$ cat src/rtl/irq_gate.sv
module irq_gate #(
  parameter int IRQ_W = 5
) (
  input  logic             clk,
  input  logic             rst_n,
  input  logic             insn_done,
  input  logic             op_di,
  input  logic             op_ei,
  input  logic             op_reti,
  input  logic             op_halt,
  input  logic [IRQ_W-1:0] ie_mask,
  input  logic [IRQ_W-1:0] if_flags,
  output logic             ime,
  output logic             halted,
  output logic             dispatch_req,
  output logic             wake,
  output logic             pc_hold
);

  logic ime_q, ei_pend_q, halted_q, skip_q;
  logic pending, boundary;

  assign pending      = |(ie_mask & if_flags);
  assign boundary     = insn_done & ~halted_q;
  assign dispatch_req = ime_q & pending & (insn_done | halted_q);
  assign wake         = halted_q & pending;
  assign ime          = ime_q;
  assign halted       = halted_q;
  assign pc_hold      = skip_q;

  always_ff @(posedge clk) begin
    if (!rst_n) begin
      ime_q     <= 1'b0;
      ei_pend_q <= 1'b0;
      halted_q  <= 1'b0;
      skip_q    <= 1'b0;
    end else if (dispatch_req) begin
      ime_q     <= 1'b0;
      ei_pend_q <= 1'b0;
      halted_q  <= 1'b0;
      skip_q    <= 1'b0;
    end else if (halted_q) begin
      if (pending) halted_q <= 1'b0;
    end else if (insn_done) begin
      if (op_di)                      ime_q <= 1'b0;
      else if (op_reti || ei_pend_q)  ime_q <= 1'b1;
      ei_pend_q <= op_ei & ~op_di;
      halted_q  <= op_halt & ~(~ime_q & pending);
      skip_q    <= op_halt & ~ime_q & pending;
    end
  end

  assert_di_clears_R2: assert property (@(posedge clk) disable iff (!rst_n)
    (boundary && op_di) |=> !ime_q);

  assert_reti_sets_R4: assert property (@(posedge clk) disable iff (!rst_n)
    (boundary && op_reti && !op_di && !dispatch_req) |=> ime_q);

  assert_ime_rise_R3: assert property (@(posedge clk) disable iff (!rst_n)
    $rose(ime_q) |-> $past(boundary && (op_reti || ei_pend_q)));

  assert_dispatch_clears_R6: assert property (@(posedge clk) disable iff (!rst_n)
    dispatch_req |=> (!ime_q && !halted_q));

  assert_wake_exits_R9: assert property (@(posedge clk) disable iff (!rst_n)
    wake |=> !halted_q);

  assert_hold_not_halted_R10: assert property (@(posedge clk) disable iff (!rst_n)
    !(halted_q && skip_q));

endmodule

$ cat config.mk
export PLATFORM = sky130hd
export DESIGN_NAME = irq_gate
export DESIGN_NICKNAME = d
export VERILOG_FILES = /design/src/rtl/irq_gate.sv
export SDC_FILE = /design/constraint.sdc
export NUM_CORES = 1
export LEC_CHECK = 0
export ABC_AREA = 1
export BUFFER_PORTS_ARGS = -buffer_cell sky130_fd_sc_hd__buf_2
export CORE_AREA = 2 2 39 41
export DETAILED_ROUTE_END_ITERATION = 10
export DIE_AREA = 0 0 41 43
export SYNTH_ARGS = -nofsm -noshare
export SYNTH_HDL_FRONTEND = slang
export SYNTH_SLANG_ARGS = --single-unit
$ cat constraint.sdc
create_clock -name clk -period 0.89 [get_ports clk]
set_input_delay 0.0445 -clock clk [delete_from_list [all_inputs] [get_ports clk]]
set_output_delay 0.0445 -clock clk [all_outputs]
set_load 0.1 [all_outputs]
==> impl_metrics.py <==
metrics = {
    "outcome": {
        "status": "complete, but fails checks",
        "violations": "negative setup slack",
    },
    "logic_synthesis": {
        "postSynthAreaPerCell_um2": 6.37,
        "syn_inst": 44,
        "synthMostInstantiatedCell": "nand2_1",
        "synth-edff-count": 0,
        "yosysTopAreaCellShare": 0.286,
        "syn_nets": 61,
        "synth_common_cells": "nand2_1 (14), inv_1 (8), dfxtp_1 (4)",
        "synth_top_flop_cell": "dfxtp_1",
        "ys_types": 13,
        "async_reset_ff_frac": 0,
        "netlist_area_um2": 280,
        "yosys_warnings": 0,
        "synth-seq-cells": 4,
        "ys_seq_area_frac": 0.286,
        "netlist_top_cells_area": "dfxtp_1 (29%), nand2_1 (19%), inv_1 (11%)",
        "yosysTopAreaCell": "dfxtp_1",
    },
    "sta": {
        "hold_viol": 0,
        "worst_pin_slew_ns": 0.164,
        "min_period_over_period": 1.24,
        "skew_ns": 0.00450,
        "fmax_mhz": 906,
        "period_minus_slack_ns": 1.10,
        "relSlewSlack": 0.889,
        "finalSetupViolCount": 7,
        "fin_ws_ns": -0.213,
        "slew_violations": 0,
        "rsz0062_at_grt": "yes",
    },
    "drt": {
        "firstDrtPassIters": 1,
        "wirelength_um": 743,
        "routedWlPerCell_um": 7.90,
        "drt-initial-drc-count": 0,
        "num_vias": 369,
        "via_per_inst": 3.93,
        "drc": 0,
        "ant_nets": 0,
    },
    "setup_path": {
        "worstRegToRegCells": 6,
        "start_kind": "flip-flop",
        "critPathMaxStageDelay_ns": 0.35,
        "r2r_setup_slack_ns": -0.15,
        "worstReg2RegEnd": "pc_hold$_SDFFE_PP0P_",
        "crit_required_ns": 0.85,
        "rr_startpoint": "halted$_SDFF_PP0_",
        "path_buf_inv": 3,
        "path_cells": "inv_4 -> a21oi_2 -> nand2_2 -> clkinvlp_4 -> buf_12",
        "path_delay_family": "flip-flops",
        "criticalPathCategory": "reg2out",
        "cp-end-kind": "output port",
        "crit_arrival_ns": 1.06,
        "slowest_stage": "dfxtp_4",
        "critical_path.max_fanout": 2,
    },
    "clock_tree": {
        "htree_levels": 1,
        "cts.sinks": 4,
        "clock_path_buffers": 2,
        "clock_latency_ns": 0.23,
        "cts-root-buf": "clkbuf_4",
        "cts_tree": "done",
        "ctsHoldBuffers": 0,
        "numCtsBuffers": 3,
        "clkTransAtPathRegs_ns": 0.04,
    },
    "floorplanning": {
        "start_util": 0.203,
        "die_h_um": 43,
        "dieWidth_um": 41,
        "dieArea_um2": 1760,
        "fp-row-count": 14,
        "coreArea_um2": 1380,
        "io_pins": 22,
    },
    "global_route": {
        "grt_first_pass_wirelength_um": 1240,
        "grt_pass1_vias": 369,
        "grt_remaining_overflow": 0,
        "grt_max_degree": 7,
        "gr-usage-all-layers": 0.105,
        "antenna_found_initial": 0,
    },
    "power": {
        "powerDensity_nw_per_um2": 1160,
        "power.leakage_nw": 0.318,
        "vdd_drop_max_mv": 0.533,
    },
    "place": {
        "gp_congestion": 0.716,
        "place_hpwl_um": 573,
        "placed_area_um2": 552,
        "io_buffers": 21,
        "place_ws_ns": -0.0337,
    },
    "finish": {
        "antenna-diode-count": 0,
        "final_core_util": 0.445,
        "final_area_um2": 616,
        "area_delta_synth_final_pct": 120,
        "drive_above_1_share": 0.679,
        "fin_nets": 97,
    },
    "min_path": {
        "hold_path_depth": 3,
        "min_to": "halted$_SDFF_PP0_",
        "min_from": "rst_n",
        "hold_class": "in2reg",
    },
    "job": {
        "cap_violations": 0,
    },
}
==> metal layers <==
| layer | vias to the layer above | global-route usage | routed length [um] |
|---|---|---|---|
| li1 | 202 | - | - |
| met1 | 154 | 0.103 | 254 |
| met2 | 13 | 0.172 | 432 |
| met3 | 0 | 0.0157 | 56 |
| met4 | 0 | 0.100 | 0 |
| met5 | - | 0 | 0 |
==> cells in the final DEF, fill, tap and decap left out <==
cell type	instances
dfxtp_1	1
inv_4	1
clkbuf_4	3
clkinvlp_4	1
o21ai_0	1
buf_6	1
nand2_4	1
buf_2	16
nor2_2	1
a21oi_2	2
nor2_4	2
buf_12	5
dfxtp_4	2
nand2_1	13
buf_4	9
nand3_1	1
o21ai_1	2
nand3_2	1
inv_2	2
nand2_2	4
dfxtp_2	1
a21oi_4	1
nor2_1	2
inv_1	5
==> report_power, final <==
group	switching (W)	total (W)	leakage (nW)	internal, W
combinational	0.000167	0.000298	0.269	0.000131
sequential	0.00000828	0.000198	0.0347	0.000189
clock	0.0000695	0.000220	0.0138	0.000150
==> layout make-up <==
class	instances	area, um^2
well taps	16	20.0
repair buffers	31	259
clock buffers	3	22.5
fillers	149	768
inverters	9	40.0
flip-flops and latches	4	88.8
multi-input cells	31	185
==> worst register-to-register path, stage by stage (launching register included) <==
cell	delay (ns)
dfxtp_4	0.34
buf_4	0.14
nor2_4	0.15
nand2_2	0.07
inv_1	0.07
nand3_2	0.08
a21oi_2	0.12
==> stage by stage <==
step	power, W	std cells	hold WS [ns]	setup TNS, ns
detailed placement	0.000479	87	0.314	-0.0623
finish	0.000716	94	0.0788	-0.965
floorplan	0.000360	44	0.175	-1.33
global placement	0.000478	87	0.312	-0.0367
CTS	0.000723	91	0.0628	-1.09
global route	0.000770	94	0.0818	-1.47
==> worst max-delay path by stage <==
stage                      start                    to  slack, ns  cells past startpoint
6_report       halted$_SDFF_PP0_          dispatch_req      -0.21                      5
5_1_grt        halted$_SDFF_PP0_          dispatch_req      -0.27                      5
3_5_place_dp   halted$_SDFF_PP0_          dispatch_req      -0.03                      5
4_1_cts        halted$_SDFF_PP0_          dispatch_req      -0.27                      5
2_1_floorplan  halted$_SDFF_PP0_          dispatch_req      -0.33                      4
3_3_place_gp   halted$_SDFF_PP0_  pc_hold$_SDFFE_PP0P_      -0.02                      5
==> cell families after synthesis <==
group / after synthesis / synth area share
simple gates: 25 / 0.460
flops: 4 / 0.286
compound gates: 6 / 0.134
buf+inv: 9 / 0.121
==> state kept, by name (all words and copies together), names as in the netlist <==
signal and flops:
halted 1, pc_hold 1, ei_pend_q 1, ime 1
==> repair_timing <==
action / 4_1_cts / 5_1_grt
setup buffers: 1 / 3
resized for setup: 4 / 1
pin swaps: 2 / 4
hold endpoints to repair: 0 / 0
setup endpoints to repair: 5 / 7
No activity file was read; power rests on OpenSTA's default activity.
